File: config.mk
export PLATFORM = sky130hd
export DESIGN_NAME = qpmu_top
export DESIGN_NICKNAME = d
export VERILOG_FILES = /design/src/rtl/qpmu_pkg.sv /design/src/rtl/qpmu_fifo.sv /design/src/rtl/qpmu_irq_ctl.sv /design/src/rtl/qpmu_top.sv
export SDC_FILE = /design/constraint.sdc
export NUM_CORES = 2
export LEC_CHECK = 0
export ABC_CLOCK_PERIOD_IN_PS = 3640
export BUFFER_PORTS_ARGS = -buffer_cell sky130_fd_sc_hd__buf_2
export CAP_MARGIN = 20
export CORE_MARGIN = 2
export CORE_UTILIZATION = 40
export DETAILED_ROUTE_END_ITERATION = 8
export GPL_TIMING_DRIVEN = 0
export SETUP_SLACK_MARGIN = 0.5
export SYNTH_ARGS = -nofsm -noshare
export SYNTH_HDL_FRONTEND = slang
export SYNTH_SLANG_ARGS = --single-unit
File: constraint.sdc
create_clock -name clk_i -period 3.64 [get_ports clk_i]
set_input_delay 0.182 -clock clk_i [delete_from_list [all_inputs] [get_ports clk_i]]
set_output_delay 0.182 -clock clk_i [all_outputs]
set_load 0.005 [all_outputs]
File: src/rtl/qpmu_pkg.sv
package qpmu_pkg;
  localparam int unsigned DW         = 32;
  localparam int unsigned STAT_W     = 4;
  localparam int unsigned SLOT_BYTES = 32;
  localparam int unsigned HOST_TAG   = 31;

  // host-visible offsets; the host software decodes these
  typedef enum logic [7:0] {
    OFF_IMSG0 = 8'h10,
    OFF_IMSG1 = 8'h14,
    OFF_OMSG0 = 8'h18,
    OFF_OMSG1 = 8'h1C,
    OFF_DBELL = 8'h20,
    OFF_ISTAT = 8'h24,
    OFF_IMASK = 8'h28,
    OFF_OSTAT = 8'h30,
    OFF_OMASK = 8'h34,
    OFF_INQ   = 8'h40,
    OFF_OUTQ  = 8'h44
  } reg_off_e;

  localparam int unsigned ST_MSG0 = 0;
  localparam int unsigned ST_MSG1 = 1;
  localparam int unsigned ST_DB   = 2;
  localparam int unsigned ST_Q    = 3;
endpackage

File: src/rtl/qpmu_fifo.sv
module qpmu_fifo #(
  parameter int unsigned W       = 32,
  parameter int unsigned DEPTH   = 8,
  parameter bit          PRELOAD = 1'b0,
  parameter logic [W-1:0] BASE   = '0,
  parameter logic [W-1:0] STRIDE = '0
) (
  input  logic         clk_i,
  input  logic         rst_ni,
  input  logic         push_i,
  input  logic [W-1:0] data_i,
  input  logic         pop_i,
  output logic [W-1:0] data_o,
  output logic         empty_o,
  output logic         full_o
);
  localparam int unsigned AW = (DEPTH > 1) ? $clog2(DEPTH) : 1;
  localparam int unsigned CW = $clog2(DEPTH + 1);

  logic [W-1:0]  mem_q [DEPTH];
  logic [AW-1:0] rd_ptr_q, wr_ptr_q;
  logic [CW-1:0] cnt_q;
  logic          do_push, do_pop;

  function automatic logic [AW-1:0] nxt(input logic [AW-1:0] p);
    return (p == AW'(DEPTH - 1)) ? '0 : p + 1'b1;
  endfunction

  assign empty_o = (cnt_q == '0);
  assign full_o  = (cnt_q == CW'(DEPTH));
  assign do_push = push_i && !full_o;
  assign do_pop  = pop_i && !empty_o;
  assign data_o  = mem_q[rd_ptr_q];

  always_ff @(posedge clk_i or negedge rst_ni) begin
    if (!rst_ni) begin
      for (int unsigned i = 0; i < DEPTH; i++) begin
        mem_q[i] <= PRELOAD ? (BASE + W'(i) * STRIDE) : '0;
      end
      rd_ptr_q <= '0;
      wr_ptr_q <= '0;
      cnt_q    <= PRELOAD ? CW'(DEPTH) : '0;
    end else begin
      if (do_push) begin
        mem_q[wr_ptr_q] <= data_i;
        wr_ptr_q        <= nxt(wr_ptr_q);
      end
      if (do_pop) rd_ptr_q <= nxt(rd_ptr_q);
      case ({do_push, do_pop})
        2'b10:   cnt_q <= cnt_q + CW'(1);
        2'b01:   cnt_q <= cnt_q - CW'(1);
        default: cnt_q <= cnt_q;
      endcase
    end
  end

  p_no_overflow_r3: assert property (@(posedge clk_i) disable iff (!rst_ni)
    full_o && push_i && !pop_i |=> full_o);
  p_no_underflow_r5: assert property (@(posedge clk_i) disable iff (!rst_ni)
    empty_o && pop_i && !push_i |=> empty_o);
  p_cnt_bound_r3: assert property (@(posedge clk_i) disable iff (!rst_ni)
    cnt_q <= CW'(DEPTH));
endmodule

File: src/rtl/qpmu_irq_ctl.sv
module qpmu_irq_ctl #(
  parameter int unsigned   N      = 4,
  parameter logic [N-1:0]  STICKY = '0
) (
  input  logic         clk_i,
  input  logic         rst_ni,
  input  logic [N-1:0] set_i,
  input  logic [N-1:0] clr_i,
  input  logic [N-1:0] level_i,
  input  logic         mask_we_i,
  input  logic [N-1:0] mask_d_i,
  output logic [N-1:0] status_o,
  output logic [N-1:0] mask_o,
  output logic         irq_o
);
  logic [N-1:0] mask_q;
  logic         unused_in;

  assign unused_in = ^{set_i, clr_i, level_i};

  for (genvar i = 0; i < N; i++) begin : g_bit
    if (STICKY[i]) begin : g_sticky
      logic bit_q;
      always_ff @(posedge clk_i or negedge rst_ni) begin
        if (!rst_ni)       bit_q <= 1'b0;
        else if (set_i[i]) bit_q <= 1'b1;
        else if (clr_i[i]) bit_q <= 1'b0;
      end
      assign status_o[i] = bit_q;

      p_w1c_clear_r8: assert property (@(posedge clk_i) disable iff (!rst_ni)
        clr_i[i] && !set_i[i] |=> !status_o[i]);
      p_set_hold_r7: assert property (@(posedge clk_i) disable iff (!rst_ni)
        set_i[i] |=> status_o[i]);
    end else begin : g_level
      assign status_o[i] = level_i[i];
    end
  end

  always_ff @(posedge clk_i or negedge rst_ni) begin
    if (!rst_ni)        mask_q <= '1;
    else if (mask_we_i) mask_q <= mask_d_i;
  end

  assign mask_o = mask_q;
  assign irq_o  = |(status_o & ~mask_q);
endmodule

File: src/rtl/qpmu_top.sv
module qpmu_top
  import qpmu_pkg::*;
#(
  parameter int unsigned ADDR_W    = 8,
  parameter int unsigned NUM_SLOTS = 8,
  parameter int unsigned POST_DEPTH = 8,
  parameter int unsigned CPL_DEPTH = 8,
  parameter logic [31:0] SLOT_BASE = 32'h0000_1000
) (
  input  logic              clk_i,
  input  logic              rst_ni,
  input  logic              host_req_i,
  input  logic              host_we_i,
  input  logic [ADDR_W-1:0] host_addr_i,
  input  logic [31:0]       host_wdata_i,
  output logic [31:0]       host_rdata_o,
  output logic              host_irq_o,
  output logic              dev_req_avail_o,
  output logic [31:0]       dev_req_token_o,
  input  logic              dev_req_pop_i,
  input  logic              dev_cpl_push_i,
  input  logic [31:0]       dev_cpl_token_i,
  input  logic              dev_cpl_ctx_en_i,
  input  logic [31:0]       dev_cpl_ctx_i,
  output logic              dev_cpl_full_o,
  output logic [31:0]       dev_imsg0_o,
  output logic [31:0]       dev_imsg1_o,
  input  logic [1:0]        dev_omsg_we_i,
  input  logic [31:0]       dev_omsg_data_i,
  output logic [31:0]       dev_doorbell_o,
  input  logic [31:0]       dev_db_clr_i,
  input  logic [1:0]        dev_in_ack_i,
  output logic              dev_in_irq_o
);
  localparam logic [DW-1:0] EMPTY_RD = '1;
  localparam logic [DW-1:0] STRIDE   = DW'(SLOT_BYTES);

  logic [DW-1:0] imsg0_q, imsg1_q, omsg0_q, omsg1_q, dbell_q, rdata_q;
  logic rd, wr;
  logic wr_imsg0, wr_imsg1, wr_dbell, wr_imask, wr_ostat, wr_omask, wr_inq, wr_outq;
  logic rd_inq, rd_outq;
  logic [DW-1:0] free_head, post_head, cpl_head, cpl_data;
  logic free_empty, free_full, post_empty, post_full, cpl_empty, cpl_full;
  logic [STAT_W-1:0] istat, imask, ostat, omask;
  logic [STAT_W-1:0] iset, iclr, ilvl, oset, oclr, olvl;
  logic unused_ok;

  function automatic logic hit(input logic [ADDR_W-1:0] a, input reg_off_e off);
    return a == ADDR_W'(off);
  endfunction

  assign rd = host_req_i && !host_we_i;
  assign wr = host_req_i && host_we_i;

  assign wr_imsg0 = wr && hit(host_addr_i, OFF_IMSG0);
  assign wr_imsg1 = wr && hit(host_addr_i, OFF_IMSG1);
  assign wr_dbell = wr && hit(host_addr_i, OFF_DBELL);
  assign wr_imask = wr && hit(host_addr_i, OFF_IMASK);
  assign wr_ostat = wr && hit(host_addr_i, OFF_OSTAT);
  assign wr_omask = wr && hit(host_addr_i, OFF_OMASK);
  assign wr_inq   = wr && hit(host_addr_i, OFF_INQ);
  assign wr_outq  = wr && hit(host_addr_i, OFF_OUTQ);
  assign rd_inq   = rd && hit(host_addr_i, OFF_INQ);
  assign rd_outq  = rd && hit(host_addr_i, OFF_OUTQ);

  // free-slot list, preloaded with aligned device-memory offsets
  qpmu_fifo #(
    .W(DW), .DEPTH(NUM_SLOTS), .PRELOAD(1'b1), .BASE(SLOT_BASE), .STRIDE(STRIDE)
  ) u_free (
    .clk_i, .rst_ni,
    .push_i (wr_outq && !host_wdata_i[HOST_TAG]),
    .data_i (host_wdata_i),
    .pop_i  (rd_inq),
    .data_o (free_head),
    .empty_o(free_empty),
    .full_o (free_full)
  );

  qpmu_fifo #(
    .W(DW), .DEPTH(POST_DEPTH), .PRELOAD(1'b0), .BASE('0), .STRIDE('0)
  ) u_post (
    .clk_i, .rst_ni,
    .push_i (wr_inq),
    .data_i (host_wdata_i),
    .pop_i  (dev_req_pop_i),
    .data_o (post_head),
    .empty_o(post_empty),
    .full_o (post_full)
  );

  assign cpl_data = (dev_cpl_ctx_en_i && dev_cpl_token_i[HOST_TAG]) ? dev_cpl_ctx_i
                                                                     : dev_cpl_token_i;

  qpmu_fifo #(
    .W(DW), .DEPTH(CPL_DEPTH), .PRELOAD(1'b0), .BASE('0), .STRIDE('0)
  ) u_cpl (
    .clk_i, .rst_ni,
    .push_i (dev_cpl_push_i),
    .data_i (cpl_data),
    .pop_i  (rd_outq),
    .data_o (cpl_head),
    .empty_o(cpl_empty),
    .full_o (cpl_full)
  );

  always_comb begin
    iset = '0;
    iset[ST_MSG0] = wr_imsg0;
    iset[ST_MSG1] = wr_imsg1;
    iclr = '0;
    iclr[ST_MSG0] = dev_in_ack_i[0];
    iclr[ST_MSG1] = dev_in_ack_i[1];
    ilvl = '0;
    ilvl[ST_DB] = |dbell_q;
    ilvl[ST_Q]  = !post_empty;
    oset = '0;
    oset[ST_MSG0] = dev_omsg_we_i[0];
    oset[ST_MSG1] = dev_omsg_we_i[1];
    oclr = wr_ostat ? host_wdata_i[STAT_W-1:0] : '0;
    olvl = '0;
    olvl[ST_Q] = !cpl_empty;
  end

  qpmu_irq_ctl #(.N(STAT_W), .STICKY(STAT_W'(3))) u_in_irq (
    .clk_i, .rst_ni,
    .set_i    (iset),
    .clr_i    (iclr),
    .level_i  (ilvl),
    .mask_we_i(wr_imask),
    .mask_d_i (host_wdata_i[STAT_W-1:0]),
    .status_o (istat),
    .mask_o   (imask),
    .irq_o    (dev_in_irq_o)
  );

  qpmu_irq_ctl #(.N(STAT_W), .STICKY(STAT_W'(3))) u_out_irq (
    .clk_i, .rst_ni,
    .set_i    (oset),
    .clr_i    (oclr),
    .level_i  (olvl),
    .mask_we_i(wr_omask),
    .mask_d_i (host_wdata_i[STAT_W-1:0]),
    .status_o (ostat),
    .mask_o   (omask),
    .irq_o    (host_irq_o)
  );

  always_ff @(posedge clk_i or negedge rst_ni) begin
    if (!rst_ni) begin
      imsg0_q <= '0;
      imsg1_q <= '0;
      omsg0_q <= '0;
      omsg1_q <= '0;
      dbell_q <= '0;
    end else begin
      if (wr_imsg0)         imsg0_q <= host_wdata_i;
      if (wr_imsg1)         imsg1_q <= host_wdata_i;
      if (dev_omsg_we_i[0]) omsg0_q <= dev_omsg_data_i;
      if (dev_omsg_we_i[1]) omsg1_q <= dev_omsg_data_i;
      // host set wins over a same-cycle device clear
      dbell_q <= (dbell_q & ~dev_db_clr_i) | (wr_dbell ? host_wdata_i : '0);
    end
  end

  always_ff @(posedge clk_i or negedge rst_ni) begin
    if (!rst_ni) begin
      rdata_q <= '0;
    end else if (rd) begin
      unique case (host_addr_i)
        ADDR_W'(OFF_IMSG0): rdata_q <= imsg0_q;
        ADDR_W'(OFF_IMSG1): rdata_q <= imsg1_q;
        ADDR_W'(OFF_OMSG0): rdata_q <= omsg0_q;
        ADDR_W'(OFF_OMSG1): rdata_q <= omsg1_q;
        ADDR_W'(OFF_DBELL): rdata_q <= dbell_q;
        ADDR_W'(OFF_ISTAT): rdata_q <= DW'(istat);
        ADDR_W'(OFF_IMASK): rdata_q <= DW'(imask);
        ADDR_W'(OFF_OSTAT): rdata_q <= DW'(ostat);
        ADDR_W'(OFF_OMASK): rdata_q <= DW'(omask);
        ADDR_W'(OFF_INQ):   rdata_q <= free_empty ? EMPTY_RD : free_head;
        ADDR_W'(OFF_OUTQ):  rdata_q <= cpl_empty ? EMPTY_RD : cpl_head;
        default:            rdata_q <= '0;
      endcase
    end
  end

  assign host_rdata_o    = rdata_q;
  assign dev_req_avail_o = !post_empty;
  assign dev_req_token_o = post_head;
  assign dev_cpl_full_o  = cpl_full;
  assign dev_imsg0_o     = imsg0_q;
  assign dev_imsg1_o     = imsg1_q;
  assign dev_doorbell_o  = dbell_q;
  assign unused_ok       = ^{free_full, post_full};

  p_free_empty_rd_r2: assert property (@(posedge clk_i) disable iff (!rst_ni)
    rd_inq && free_empty |=> host_rdata_o == EMPTY_RD);
  p_cpl_empty_rd_r5: assert property (@(posedge clk_i) disable iff (!rst_ni)
    rd_outq && cpl_empty |=> host_rdata_o == EMPTY_RD);
  p_ctx_swap_r4: assert property (@(posedge clk_i) disable iff (!rst_ni)
    dev_cpl_push_i && dev_cpl_ctx_en_i && dev_cpl_token_i[HOST_TAG] && cpl_empty
    |=> cpl_head == $past(dev_cpl_ctx_i));
  p_tagged_free_ignored_r6: assert property (@(posedge clk_i) disable iff (!rst_ni)
    wr_outq && host_wdata_i[HOST_TAG] |=> $stable(free_empty) && $stable(free_head));
  p_queue_irq_r8: assert property (@(posedge clk_i) disable iff (!rst_ni)
    !cpl_empty && !omask[ST_Q] |-> host_irq_o);
  p_echo_visible_r7: assert property (@(posedge clk_i) disable iff (!rst_ni)
    dev_omsg_we_i[0] |=> omsg0_q == $past(dev_omsg_data_i));
  p_post_avail_r3: assert property (@(posedge clk_i) disable iff (!rst_ni)
    wr_inq && !dev_req_pop_i |=> dev_req_avail_o);
endmodule

==> impl_metrics.csv <==
group,metric,value,unit
status,status,"completed",
worst_setup_path,cp-start-kind,"flip-flop",
worst_setup_path,r2r_end,"host_rdata_o[7]$_DFFE_PN0P_",
grt,use_met1,33.8,%
worst_setup_path,path_cells,"nor4_1 -> nand4_1 -> nor2_1 -> o21ai_0 -> buf_2",
floorplanning,die_w,340,um
worst_setup_path,cp_num_cells,5,
synth,synthMostInstantiatedCell,"dfrtp_1",
placement,gp_congestion,0.885,
grt,grt_util_met2,38.4,%
worst_setup_path,required,3.46,ns
synth,synth_seq_cells,1002,
route,dr.pass1.iters,6,
synth,ys_top_cells_by_area,"dfrtp_1 54%, mux2_2 16%, mux4_2 11%",
worst_setup_path,arrival,2.91,ns
worst_setup_path,crit_buf_inv,1,
sta,setup_viol,0,
sta,slew_headroom,25.1,%
final_layout,stdcell_area,54300,um^2
grt,grt_remaining_overflow,0,
synth,syn-instance-count,3336,
cts,cts_setup_buffers,0,
worst_setup_path,regToRegSetupSlack,0.56,ns
sta,grt_setup_unrepaired,"true",
cts,clk_latency,0.71,ns
final_layout,nNetsFinal,4108,
synth,synth_ff_type,"dfrtp_1",
cts,path_clk_slew,0.06,ns
min_path,holdCritPathClass,"in2reg",
grt,grtUsageTotal,24.9,%
route,finalWirelength,144,mm
power_and_ir_drop,power.leakage,25.4,nW
worst_setup_path,crit_family,"simple AND/OR/NAND/NOR gates",
final_layout,post-route-util,48.3,%
cts,cts_sinks,1002,
grt,antenna_found_initial,13,
final_layout,area_delta_synth_final,20.0,%
synth,synth_fp_nets,3536,
worst_setup_path,critPathLaunch,"dev_doorbell_o[7]$_DFF_PN0_",
route,drtIter0Drc,2359,
grt,grt_use_met3,6.68,%
worst_setup_path,crit_type,"reg2out",
synth,yosys_warnings,0,
synth,synth_seq_area_share,55.5,%
floorplanning,pin_count,343,
floorplanning,dieArea,116000,um^2
sta,clock_skew,0.0232,ns
synth,syn_area,45300,um^2
synth,synth_cell_types,62,
route,routedWlPerCell,26.2,um
placement,placed_area,49000,um^2
route,route.detailed.drc,0,
synth,ys_top_cells_by_count,"973 x dfrtp_1, 644 x mux2_2, 329 x nand2_1, 258 x o21ai_0, 219 x mux4_2",
synth,synth-edff-count,0,
power_and_ir_drop,peakVddDrop,0.397,mV
grt,grt_pass1_wl,213,mm
worst_setup_path,endpoint,"dev_in_irq_o",
grt,grt_max_degree,169,
worst_setup_path,endpoint_kind,"output pin",
route,route.vias.total,30596,
synth,synthArstFlopShare,100,%
power_and_ir_drop,p_per_area,556,nW/um^2
worst_setup_path,r2r-start,"u_cpl.rd_ptr_q[1]$_DFFE_PN0P_",
sta,fin_crit,3.09,ns
worst_setup_path,rr_worst_depth,7,
worst_setup_path,worstPathMaxFanout,4,
cts,max-clock-path-buffers,3,
cts,clock-root-buffer,"clkbuf_16",
worst_setup_path,critical_path.max_stage_delay,0.66,ns
synth,synth_top_cell_by_area,"dfrtp_1",
sta,tightest_slew,1.12,ns
grt,grt_pass1_vias,31399,
grt,grt-busiest-layer,"met2",
floorplanning,initial_core_util,40.3,%
sta,drv_slew,0,
final_layout,drive_gt1_share,37.7,%
route,ant_nets,0,
floorplanning,rows,123,
run,drv_cap,0,
cts,tritoncts,"done",
sta,finalHoldViolCount,0,
placement,hpwlAfterDp,105,mm
synth,synth_top_area_share,53.8,%
cts,cts_buffers,110,
placement,io_buffers,311,
floorplanning,die_h,340,um
route,viasPerCell,5.56,
synth,avgSynthCellArea,13.6,um^2
cts,htreeDepth,3,
sta,max_freq,324,MHz
floorplanning,core_area,112000,um^2
sta,min_period_over_period,84.8,%
worst_setup_path,critPathSlowestCell,"nor4_1",
-- cell type report --
class / count / area (um^2)
Clock buffer: 164 / 3300
Buffer: 285 / 1280
Multi-Input combinational cell: 2002 / 18800
Fill cell: 10029 / 58000
Tap cell: 1500 / 1880
Sequential cell: 1002 / 25100
Clock inverter: 36 / 480
Inverter: 47 / 176
Antenna cell: 6 / 15.0
Timing Repair Buffer: 460 / 3250
-- worst reg2reg max path: stages, from the launching register on --
cell and delay (ns):
dfrtp_1 0.42, buf_1 0.69, clkbuf_1 0.63, mux4_2 0.46, mux2i_1 0.36, o2111ai_1 0.15, nor2_1 0.14, o21ai_0 0.09
-- logic make-up (layout without fill, tap and decap cells) --
| family | count (synthesis) | in the layout | synth area share, % |
|---|---|---|---|
| DFF | 1002 | 1002 | 55.5 |
| muxes | 978 | 978 | 29.6 |
| and+or+nand+nor | 537 | 537 | 5.23 |
| AOI/OAI and AO/OA | 451 | 451 | 5.85 |
| buffers and inverters | 332 | 992 | 2.98 |
| adders and majority gates | 21 | 21 | 0.581 |
| xor gates and xnor gates | 15 | 15 | 0.290 |
| other | 0 | 6 | 0 |
-- through the flow --
step	hold slack (ns)	power, mW	setup TNS, ns	cells	setup slack (ns)
CTS	0.00178	30.4	0	5496	0.494
global placement	0.364	18.4	-	5147	-20.10
global route	0.0366	31.6	0	5498	0.403
floorplan	-0.114	16.7	0	3336	0.683
finish	0.0283	30.2	0	5502	0.552
detailed placement	0.173	18.6	-0.390	5161	-0.204
-- placed cells by master (no fill, tap or decap), drive strengths merged, types with 12 or more instances in the layout --
cell and instances:
a32oi 16, xor2 12, mux4 219, nand3 14, o2111ai 16, a21oi 90
mux2 689, dfstp 29, nor2 101, dlygate4sd3 135, inv 52, nand2 329
o21ai 259, nor3 14, and2 12, dfrtp 973, mux2i 70, clkinv 19
ha 21, o221ai 29, buf 425, clkbuf 345
-- worst min path at each step --
stage	start	to	slack, ns	cells after the start
CTS	dev_cpl_token_i[17]	u_cpl.mem_q[177]$_DFFE_PN0P_	0.002	3
global placement	dev_db_clr_i[11]	dev_doorbell_o[11]$_DFF_PN0_	0.36	2
detailed placement	rst_ni	u_post.mem_q[251]$_DFFE_PN0P_	0.17	1
floorplan	rst_ni	dev_doorbell_o[0]$_DFF_PN0_	-0.11	0
global route	dev_req_pop_i	u_post.rd_ptr_q[0]$_DFFE_PN0P_	0.04	3
finish	dev_cpl_ctx_i[20]	u_cpl.mem_q[116]$_DFFE_PN0P_	0.03	3
-- flip-flops by register name, summed over array words and instances, names as in the netlist, 32 cells and up --
signal / flops
u_cpl.mem_q: 256
u_free.mem_q: 256
u_post.mem_q: 256
dev_doorbell_o: 32
dev_imsg0_o: 32
dev_imsg1_o: 32
host_rdata_o: 32
omsg0_q: 32
omsg1_q: 32
-- metal layers --
metal | part of all wire [%] | routed length [um]
met5 | 0.055 | 80
met4 | 3.6 | 5200
met3 | 7.8 | 11300
met2 | 45 | 65500
met1 | 43 | 62200
-- where the power goes --
| part | total, mW | leakage (nW) | switching (mW) | internal, mW |
|---|---|---|---|---|
| logic | 5.01 | 10.3 | 2.87 | 2.14 |
| registers | 13.6 | 13.3 | 0.864 | 12.7 |
| clock network | 11.6 | 1.86 | 4.75 | 6.89 |
| total | 30.2 | 25.4 | 8.49 | 21.7 |
-- repair_timing --
| item | 4_1_cts | 5_1_grt |
|---|---|---|
| endpoints found under the hold margin | 288 | 0 |
| pin swaps | 0 | 0 |
| endpoints found under the setup margin | 110 | 164 |
| gates cloned | 0 | 0 |
| hold buffers | 135 | 0 |
| gates resized for setup | 46 | 48 |
Note: power is estimated with default switching activity, not from simulation.
